===== src/rtl/bsdft_pkg.sv =====
package bsdft_pkg;
  localparam int unsigned TW_WIDTH  = 17;
  localparam int unsigned ACC_WIDTH = 32;

  // Returns (a + b) mod n, given a < n and b < n.
  function automatic int unsigned mod_add(int unsigned a, int unsigned b, int unsigned n);
    int unsigned s;
    s = a + b;
    if (s >= n) s = s - n;
    return s;
  endfunction

  // Moves an index one step forward, wrapping from n-1 to 0.
  function automatic int unsigned mod_inc(int unsigned a, int unsigned n);
    return (a == n - 1) ? 0 : a + 1;
  endfunction
endpackage


===== src/rtl/bsdft_index_gen.sv =====
module bsdft_index_gen #(
  parameter int unsigned N  = 1024,
  parameter int unsigned AW = $clog2(N)
) (
  input  logic          clk,
  input  logic          rst_n,
  input  logic          smp_valid,
  output logic [AW-1:0] tw_addr,
  output logic [AW-1:0] cur_k,
  output logic          take,
  output logic          take_last
);
  import bsdft_pkg::*;

  logic [AW-1:0] n_q, k_q, ph_q;
  logic [AW-1:0] n_nx, k_nx, ph_nx;
  logic          at_end;

  assign at_end    = (n_q == AW'(N - 1));
  assign take      = smp_valid;
  assign take_last = smp_valid && at_end;
  assign tw_addr   = ph_q;
  assign cur_k     = k_q;

  always_comb begin
    n_nx  = n_q;
    k_nx  = k_q;
    ph_nx = ph_q;
    if (smp_valid) begin
      if (at_end) begin
        n_nx  = '0;
        ph_nx = '0;
        k_nx  = AW'(mod_inc(int'(k_q), N));
      end else begin
        n_nx  = AW'(mod_inc(int'(n_q), N));
        ph_nx = AW'(mod_add(int'(ph_q), int'(k_q), N));
      end
    end
  end

  always_ff @(posedge clk or negedge rst_n) begin
    if (!rst_n) begin
      n_q  <= '0;
      k_q  <= '0;
      ph_q <= '0;
    end else begin
      n_q  <= n_nx;
      k_q  <= k_nx;
      ph_q <= ph_nx;
    end
  end
endmodule


===== src/rtl/bsdft_cplx_acc.sv =====
module bsdft_cplx_acc #(
  parameter int unsigned AW    = 10,
  parameter int unsigned TW_W  = 17,
  parameter int unsigned ACC_W = 32
) (
  input  logic                    clk,
  input  logic                    rst_n,
  input  logic                    take,
  input  logic                    take_last,
  input  logic                    smp_bit,
  input  logic [AW-1:0]           cur_k,
  input  logic signed [TW_W-1:0]  tw_re,
  input  logic signed [TW_W-1:0]  tw_im,
  output logic signed [ACC_W-1:0] acc_re,
  output logic signed [ACC_W-1:0] acc_im,
  output logic                    out_valid,
  output logic signed [ACC_W-1:0] out_re,
  output logic signed [ACC_W-1:0] out_im,
  output logic [AW-1:0]           out_k
);
  localparam int unsigned EXT = ACC_W - TW_W;

  // Stage 1 holds the sample while the table read completes.
  logic          d_valid, d_bit, d_last;
  logic [AW-1:0] d_k;
  logic signed [ACC_W-1:0] term_re, term_im, sum_re, sum_im;

  function automatic logic signed [ACC_W-1:0] gate_ext(logic en, logic signed [TW_W-1:0] v);
    return en ? {{EXT{v[TW_W-1]}}, v} : '0;
  endfunction

  assign term_re = gate_ext(d_bit, tw_re);
  assign term_im = gate_ext(d_bit, tw_im);
  assign sum_re  = acc_re + term_re;
  assign sum_im  = acc_im + term_im;

  always_ff @(posedge clk or negedge rst_n) begin
    if (!rst_n) begin
      d_valid   <= 1'b0;
      d_bit     <= 1'b0;
      d_last    <= 1'b0;
      d_k       <= '0;
      acc_re    <= '0;
      acc_im    <= '0;
      out_valid <= 1'b0;
      out_re    <= '0;
      out_im    <= '0;
      out_k     <= '0;
    end else begin
      d_valid   <= take;
      d_bit     <= smp_bit;
      d_last    <= take_last;
      d_k       <= cur_k;
      out_valid <= d_valid && d_last;
      if (d_valid) begin
        if (d_last) begin
          out_re <= sum_re;
          out_im <= sum_im;
          out_k  <= d_k;
          acc_re <= '0;
          acc_im <= '0;
        end else begin
          acc_re <= sum_re;
          acc_im <= sum_im;
        end
      end
    end
  end
endmodule


===== src/rtl/bsdft_slice_acc.sv =====
module bsdft_slice_acc #(
  parameter int unsigned N     = 1024,
  parameter int unsigned TW_W  = bsdft_pkg::TW_WIDTH,
  parameter int unsigned ACC_W = bsdft_pkg::ACC_WIDTH,
  localparam int unsigned AW   = $clog2(N)
) (
  input  logic                    clk,
  input  logic                    rst_n,
  input  logic                    smp_valid,
  input  logic                    smp_bit,
  output logic [AW-1:0]           tw_addr,
  input  logic signed [TW_W-1:0]  tw_re,
  input  logic signed [TW_W-1:0]  tw_im,
  output logic                    out_valid,
  output logic signed [ACC_W-1:0] out_re,
  output logic signed [ACC_W-1:0] out_im,
  output logic [AW-1:0]           out_k
);
  // Internal events, named so the checker can observe them.
  logic                    take;
  logic                    take_last;
  logic [AW-1:0]           cur_k;
  logic signed [ACC_W-1:0] acc_re_w;
  logic signed [ACC_W-1:0] acc_im_w;

  bsdft_index_gen #(.N(N), .AW(AW)) u_idx (
    .clk       (clk),
    .rst_n     (rst_n),
    .smp_valid (smp_valid),
    .tw_addr   (tw_addr),
    .cur_k     (cur_k),
    .take      (take),
    .take_last (take_last)
  );

  bsdft_cplx_acc #(.AW(AW), .TW_W(TW_W), .ACC_W(ACC_W)) u_acc (
    .clk       (clk),
    .rst_n     (rst_n),
    .take      (take),
    .take_last (take_last),
    .smp_bit   (smp_bit),
    .cur_k     (cur_k),
    .tw_re     (tw_re),
    .tw_im     (tw_im),
    .acc_re    (acc_re_w),
    .acc_im    (acc_im_w),
    .out_valid (out_valid),
    .out_re    (out_re),
    .out_im    (out_im),
    .out_k     (out_k)
  );
endmodule


===== config.mk =====
export PLATFORM = sky130hd
export DESIGN_NAME = bsdft_slice_acc
export DESIGN_NICKNAME = d
export VERILOG_FILES = /design/src/rtl/bsdft_pkg.sv /design/src/rtl/bsdft_index_gen.sv /design/src/rtl/bsdft_cplx_acc.sv /design/src/rtl/bsdft_slice_acc.sv
export SDC_FILE = /design/constraint.sdc
export NUM_CORES = 1
export LEC_CHECK = 0
export BUFFER_PORTS_ARGS = -buffer_cell sky130_fd_sc_hd__buf_2
export CAP_MARGIN = 20
export CORE_UTILIZATION = 60
export CTS_CLUSTER_DIAMETER = 40
export DETAILED_ROUTE_END_ITERATION = 8
export PLACE_DENSITY = 0.81
export SLEW_MARGIN = 10
export SYNTH_ARGS = -nofsm -noshare
export SYNTH_HDL_FRONTEND = slang
export SYNTH_SLANG_ARGS = --single-unit

===== constraint.sdc =====
create_clock -name clk -period 4.8 [get_ports clk]
set_clock_uncertainty 0.05 [all_clocks]
set_input_delay 1.2 -clock clk [delete_from_list [all_inputs] [get_ports clk]]
set_output_delay 1.2 -clock clk [all_outputs]
set_load 0.05 [all_outputs]

### Yosys cells after proc, flatten, opt, wreduce, memory -nomap -nowiden

Index checks and enable logic that the tools add are counted.

| storage, ports and cells | value |
|---|---|
| output and inout bits | 85 |
| logic and storage cells | 34 |
| input bits | 38 |
| register bits | 182 |

| operators by class | value |
|---|---|
| equal/unequal tests | 2 |
| muxes and demuxes | 8 |
| reduce and logical (&&, ||, !) cells | 4 |
| add/sub/neg operators | 6 |
| $lt $le $gt $ge | 1 |

Operator list:

| cell | number |
|---|---|
| $mux W32 | 4 |
| $add A32 B32 Y32 | 2 |
| $mux W10 | 4 |
| $add A10 B1 Y10 const B | 2 |
| $eq A10 B10 Y1 const B | 2 |
| $add A10 B10 Y11 | 1 |
| $ge A11 B11 Y1 const B | 1 |
| $sub A10 B1 Y10 const B | 1 |
| $reduce_and A2 Y1 | 2 |
| $logic_and A1 B1 Y1 | 2 |

### Longest topological paths before layout

| logic depth | value |
|---|---|
| depth after elaboration | 4 |
| mapped depth | 14 |
| depth with buffers taken out | 12 |

### Hierarchy

A second synthesis with hierarchy kept.

| unflattened totals | value |
|---|---|
| cell total of the unflattened synthesis | 1251 |
| area, all modules | 11239.5 µm² |

By module, submodules not included:

| module | sequential area each (µm²) | cells each | area an instance (µm²) | times used |
|---|---|---|---|---|
| bsdft_cplx_acc | 3803.6 | 1078 | 9485.3 | 1 |
| bsdft_index_gen | 750.7 | 173 | 1754.2 | 1 |

### Least setup slack after synthesis

No wires, ideal clock.

| path | value |
|---|---|
| path type | in2reg |
| start | input tw_re[0] |
| end | register u_acc.acc_re[26] |
| slack | 984 ps |
| setup time | 76 ps |
| stages on the path | 12 |
| required time | 4674 ps |
| arrival time | 3690 ps |
| buffers on the path | 0 |
| cell sequence | and2_1 > ha_1 > fa_1 > a21o_1 > a221oi_2 > a211oi_1 > o2111ai_2 > a21oi_4 > nor4_1 > a31oi_1 > or3_1 > o21ai_1 |

| between the ends | value |
|---|---|
| longest elaborated chain between the ends | 3 |

RTL lines:

| what | RTL line | source |
|---|---|---|
| from (decl) | bsdft_slice_acc.sv:12 | `input logic signed [TW_W-1:0] tw_re,` |
| $mux W32 | bsdft_cplx_acc.sv:29 | `return en ? {{EXT{v[TW_W-1]}}, v} : '0;` |
| $add A32 B32 Y32 | bsdft_cplx_acc.sv:34 | `assign sum_re = acc_re + term_re;` |
| $mux W32 | bsdft_cplx_acc.sv:56 | `if (d_last) begin` |
| to (signal assigned) | bsdft_cplx_acc.sv:63 | `acc_re <= sum_re;` |
| to (decl) | bsdft_cplx_acc.sv:14 | `output logic signed [ACC_W-1:0] acc_re,` |

Every way passes these cells.
A chain may end at the register's enable or synchronous reset.

### Worst setup path after layout

| path | value |
|---|---|
| start | register u_acc.d_bit |
| end | register u_acc.acc_re[17] |

| between the ends | value |
|---|---|
| longest elaborated chain between the ends | 3 |

RTL lines:

| what | RTL line | source |
|---|---|---|
| from (decl) | bsdft_cplx_acc.sv:24 | `logic d_valid, d_bit, d_last;` |
| from (signal assigned) | bsdft_cplx_acc.sv:51 | `d_bit <= smp_bit;` |
| $mux W32 | bsdft_cplx_acc.sv:29 |  |
| $add A32 B32 Y32 | bsdft_cplx_acc.sv:34 |  |
| $mux W32 | bsdft_cplx_acc.sv:56 |  |

Every way passes these cells.

==> results list <==
- Synthesis handed over a netlist of roughly 1100 instances.
- Layout net count: 1311
- Count of standard-cell rows: 48
- Counting every sink on the clock net gives 182.
- Core Util, Final: around 69%
- Summing the areas of all compound-gate instances in the mapped netlist gives about a fifth of the synthesized area.
- Detailed-routing iteration count for the pre-antenna-repair pass: 5
- Setup Fix Bufs, Post-CTS: 0
* Xor and xnor area share after synthesis: 7.089%
- Dividing total power by cell area gives a power density of roughly 470 nW/um2.
- Summing the areas of all and, or, nand and nor instances in the mapped netlist gives ~17% of the synthesized area.
- After detailed routing, the total wire length is around 25 mm.
- Max-cap violations in this run came to 0.
- Combinational family with the most area after synthesis: compound AO/OA/AOI/OAI gates
- Leak Pwr: around 0.0054 uW
* Iter 0 DRT Violations: 650
- Sequential element share of the synthesized area: a little over two fifths
* Final hold violation count: 0
- After Yosys synthesis, full adders, half adders and majority gates account for 5.676% of the synthesized area.
* Slew at the pin closest to its max-slew limit: around 1000 ps
- The count of pins over their slew limit was 0.
- Sw Share: 38.84%
- # diodes: 0
* Clock tree root driver cell: sky130_fd_sc_hd__clkbuf_16
* Detail Placement HPWL: ~17 mm
- Vertical extent of the die: around 140 um
- Fraction of power consumed by combinational cells: between 30 and 40%
- During synthesis, Yosys emitted a total of 0 warnings.
* Per-instance average area after synthesis: 9.365 um2
- Total negative slack: 0 ps
- The number of antenna violations at the first check in global routing came to 0.
- The cell area that synthesis handed to floorplanning was roughly 11000 um2.
- Area of the die: between 15000 and 20000 um2
* I/O Buffers: roughly 120
- Count of state elements after synthesis: around 180
- Number of H-tree levels: 4
- Total area of multi-input combinational cells: about 5700 um2
- The analysis attributes to net switching a power of 2200 uW.
- In the routed design, unresolved DRC markers number 0.
* Initial core utilization: roughly 60%
* Count of cell types in the netlist: roughly 80
- Most frequent cell after synthesis: sky130_fd_sc_hd__dfrtp_1
* Post-route antenna net violation count: 0
* Peak supply drop: 0.2926 mV
- Via Count: 8760
- Worst Path Class, Setup: flop to flop
* Final cycle utilization of the critical path: about four fifths
* Most instantiated cells after synthesis: sky130_fd_sc_hd__dfrtp_1 (182), sky130_fd_sc_hd__nand2_1 (124), sky130_fd_sc_hd__o21ai_0 (97)
- between 100 and 150 I/O pins were placed.
* Average wire per standard cell: ~17 um
- Entering global routing, the biggest net connects 93 pins.
- Worst Setup End Kind: flop
- The via count of the first global-routing pass came to around 8500.
* Hold buffers post-CTS: 0
* Sequential fraction of design power: approximately two fifths
* CTS Buf Count: 17
- Cells with a size suffix above 1 make up between 15 and 20% of the layout.
* Core box area: between 15000 and 20000 um2
- Internal: between 3000 and 4000 uW
- Setup repair after global routing left no endpoint under its margin.
- Of all nets on the critical path, the largest fanout is 36.
* Seq. cell area: 4554 um2
* Outcome: completed
- Using the TritonRoute via totals, the vias-per-cell ratio works out to 5.980.
- First-pass GRT wire length: 41.38 mm
* Width of the die: about 140 um
- Clk Latency, worst-skew pair: 440 ps
- Buffers from clock root to sink, at most: 2
* Library cell occupying the most area in the post-synthesis netlist: sky130_fd_sc_hd__dfrtp_1
* Setup violations, final: 0
- Compared with the post-synthesis result, the final layout area differs by 12.29%.
- Rel. slew slack: 34.84%
- Number of synthesized flops with an enable pin: 0
* Worst endpoint data arrival time: 4110 ps
- Once the clock tree was built, the resizer swapped 0 gates to a different size.
- Routability-driven placement finished with a final weighted congestion of approximately 0.90.
- Summed over all layers, the global routing overflow is 0.
* Required time of the critical path: 5070 ps
- Post-synthesis async set-or-reset flop share: 100.0%
- The share of synthesized area in the top cell type comes to around 43%.
- The worst path in the final design needs a cycle of 3832 ps, including I/O delays and setup.
* CTS tree: done
- Total global-route track usage: between 20 and 30%
- After clock tree synthesis, the clock-pin slew on the worst setup and hold paths is approximately 70 ps.
- The most used flip-flop cell after synthesis is sky130_fd_sc_hd__dfrtp_1.
* Fmax achieved: 261.0 MHz
- The tightest min-delay check is of the flop to flop type.
* Post-synthesis mux area share: roughly 3.0%
- The number of nets in the synthesized netlist is approximately 1200.
- Launching element type of the critical path: flop
- By area the synthesized netlist is led by sky130_fd_sc_hd__dfrtp_1 (43%), sky130_fd_sc_hd__ha_1 (5.0%), sky130_fd_sc_hd__o21ai_0 (4.5%), sky130_fd_sc_hd__nand2_1 (4.3%), sky130_fd_sc_hd__xnor2_1 (4.2%).
* Number of fill cells: around 1300
- The share of total power dissipated in the clock network is between 20% and 30%.
==> area by class of cell <==
class	count	share of cell area [%]
clock buffers	20	3.879
inverters	42	1.310
well taps	225	2.340
clock inverters	12	1.196
multi-input cells	851	47.60
repair buffers	133	5.814
flip-flops and latches	182	37.86
==> per-layer routing <==
layer  global-route usage [%]  vias to the layer above  share of wire, %  wire length (um)
li1                         -                     4253                 -                 -
met2                    46.32                      221                48             11930
met1                    38.05                     4244                45             11250
met5                        0                        -                 0                 0
met4                    10.24                        0               2.2               548
met3                    4.265                       42               4.3              1077
==> stage by stage <==
stage | hold slack [ps] | std cells | instance area, um2 | total power [uW] | setup slack, ps
6_report | 425.8 | 1465 | 12030 | 5665 | 968.0
5_1_grt | 440.4 | 1465 | 12030 | 6011 | 666.9
4_1_cts | 427.6 | 1465 | 12030 | 5655 | 1000
3_5_place_dp | 411.4 | 1433 | 11420 | 4188 | 674.2
3_3_place_gp | 405.6 | 1433 | 11420 | 4122 | 726.5
2_1_floorplan | 348.5 | 1144 | 10710 | 3754 | 983.5
==> power groups by stage <==
stage          sequential, uW  combinational (uW)  clock, uW
2_1_floorplan            2080                1680          0
3_3_place_gp             2190                1930          0
3_5_place_dp             2200                1980          0
4_1_cts                  2180                2010       1460
5_1_grt                  2240                2240       1530
6_report                 2200                2020       1450
==> path summary, 6_finish.rpt <==
path                                                  start                            to  slack (ps)  depth (start not counted)
worst min register to register  u_acc.out_im[6]$_DFFE_PN0P_   u_acc.out_im[6]$_DFFE_PN0P_         430                          2
min in group asynchronous                             rst_n   u_acc.out_im[7]$_DFFE_PN0P_         750                          1
worst min-delay path            u_acc.out_im[6]$_DFFE_PN0P_   u_acc.out_im[6]$_DFFE_PN0P_         430                          2
worst max-delay path                  u_acc.d_bit$_DFF_PN0_  u_acc.acc_re[17]$_DFFE_PN0P_         970                         11
worst max register to register        u_acc.d_bit$_DFF_PN0_  u_acc.acc_re[17]$_DFFE_PN0P_         970                         11
max in group asynchronous                             rst_n    u_acc.out_k[7]$_DFFE_PN0P_        2970                          2
==> cells by family after synthesis <==
group                      after synthesis
buffers and inverters                  111
DFF                                    182
adders and majority gates               47
muxes                                   28
and+or+nand+nor                        362
AOI/OAI and AO/OA                      329
xor gates and xnor gates                85
==> flip-flops by register name, summed over array words and instances (netlist names) <==
name,flops
u_acc.acc_re,32
u_acc.acc_im,32
u_acc.d_valid,1
u_acc.out_valid,1
u_acc.out_k,10
u_acc.d_k,10
u_acc.out_re,32
u_idx.cur_k,10
u_acc.out_im,32
u_idx.n_q,10
u_idx.tw_addr,10
u_acc.d_last,1
u_acc.d_bit,1
==> layout by cell type (no fill, tap or decap), types with 9 or more instances in the layout <==
master                      instances
sky130_fd_sc_hd__dfrtp_1          182
sky130_fd_sc_hd__nand2_1          122
sky130_fd_sc_hd__buf_2            121
sky130_fd_sc_hd__o21ai_0           97
sky130_fd_sc_hd__a21oi_1           54
sky130_fd_sc_hd__xnor2_1           51
sky130_fd_sc_hd__nor2_1            46
sky130_fd_sc_hd__ha_1              43
sky130_fd_sc_hd__inv_1             41
sky130_fd_sc_hd__and2_1            39
sky130_fd_sc_hd__nand3_1           35
sky130_fd_sc_hd__xor2_1            32
sky130_fd_sc_hd__o2bb2ai_1         30
sky130_fd_sc_hd__or3_1             22
sky130_fd_sc_hd__o21ai_1           20
sky130_fd_sc_hd__clkbuf_16         17
sky130_fd_sc_hd__o22ai_1           16
sky130_fd_sc_hd__mux2_2            16
sky130_fd_sc_hd__nor3_1            15
sky130_fd_sc_hd__nand4_1           14
sky130_fd_sc_hd__a21o_1            14
sky130_fd_sc_hd__and3_1            13
sky130_fd_sc_hd__a22o_1            12
sky130_fd_sc_hd__a31o_2            11
sky130_fd_sc_hd__nor2b_1           11
sky130_fd_sc_hd__buf_4             11
sky130_fd_sc_hd__nand2b_1           9
==> worst max-delay path, cell delays in order (launching register included) <==
cell and delay [ps]:
sky130_fd_sc_hd__dfrtp_1 980, sky130_fd_sc_hd__and2_1 300, sky130_fd_sc_hd__ha_1 260, sky130_fd_sc_hd__a211oi_1 250
sky130_fd_sc_hd__nor2_1 120, sky130_fd_sc_hd__a21oi_1 250, sky130_fd_sc_hd__o221ai_1 200, sky130_fd_sc_hd__a21boi_1 500
sky130_fd_sc_hd__nor2_1 80, sky130_fd_sc_hd__a22oi_1 350, sky130_fd_sc_hd__nor3_1 100, sky130_fd_sc_hd__a221o_1 270
Power figures use the tool's default switching activity.
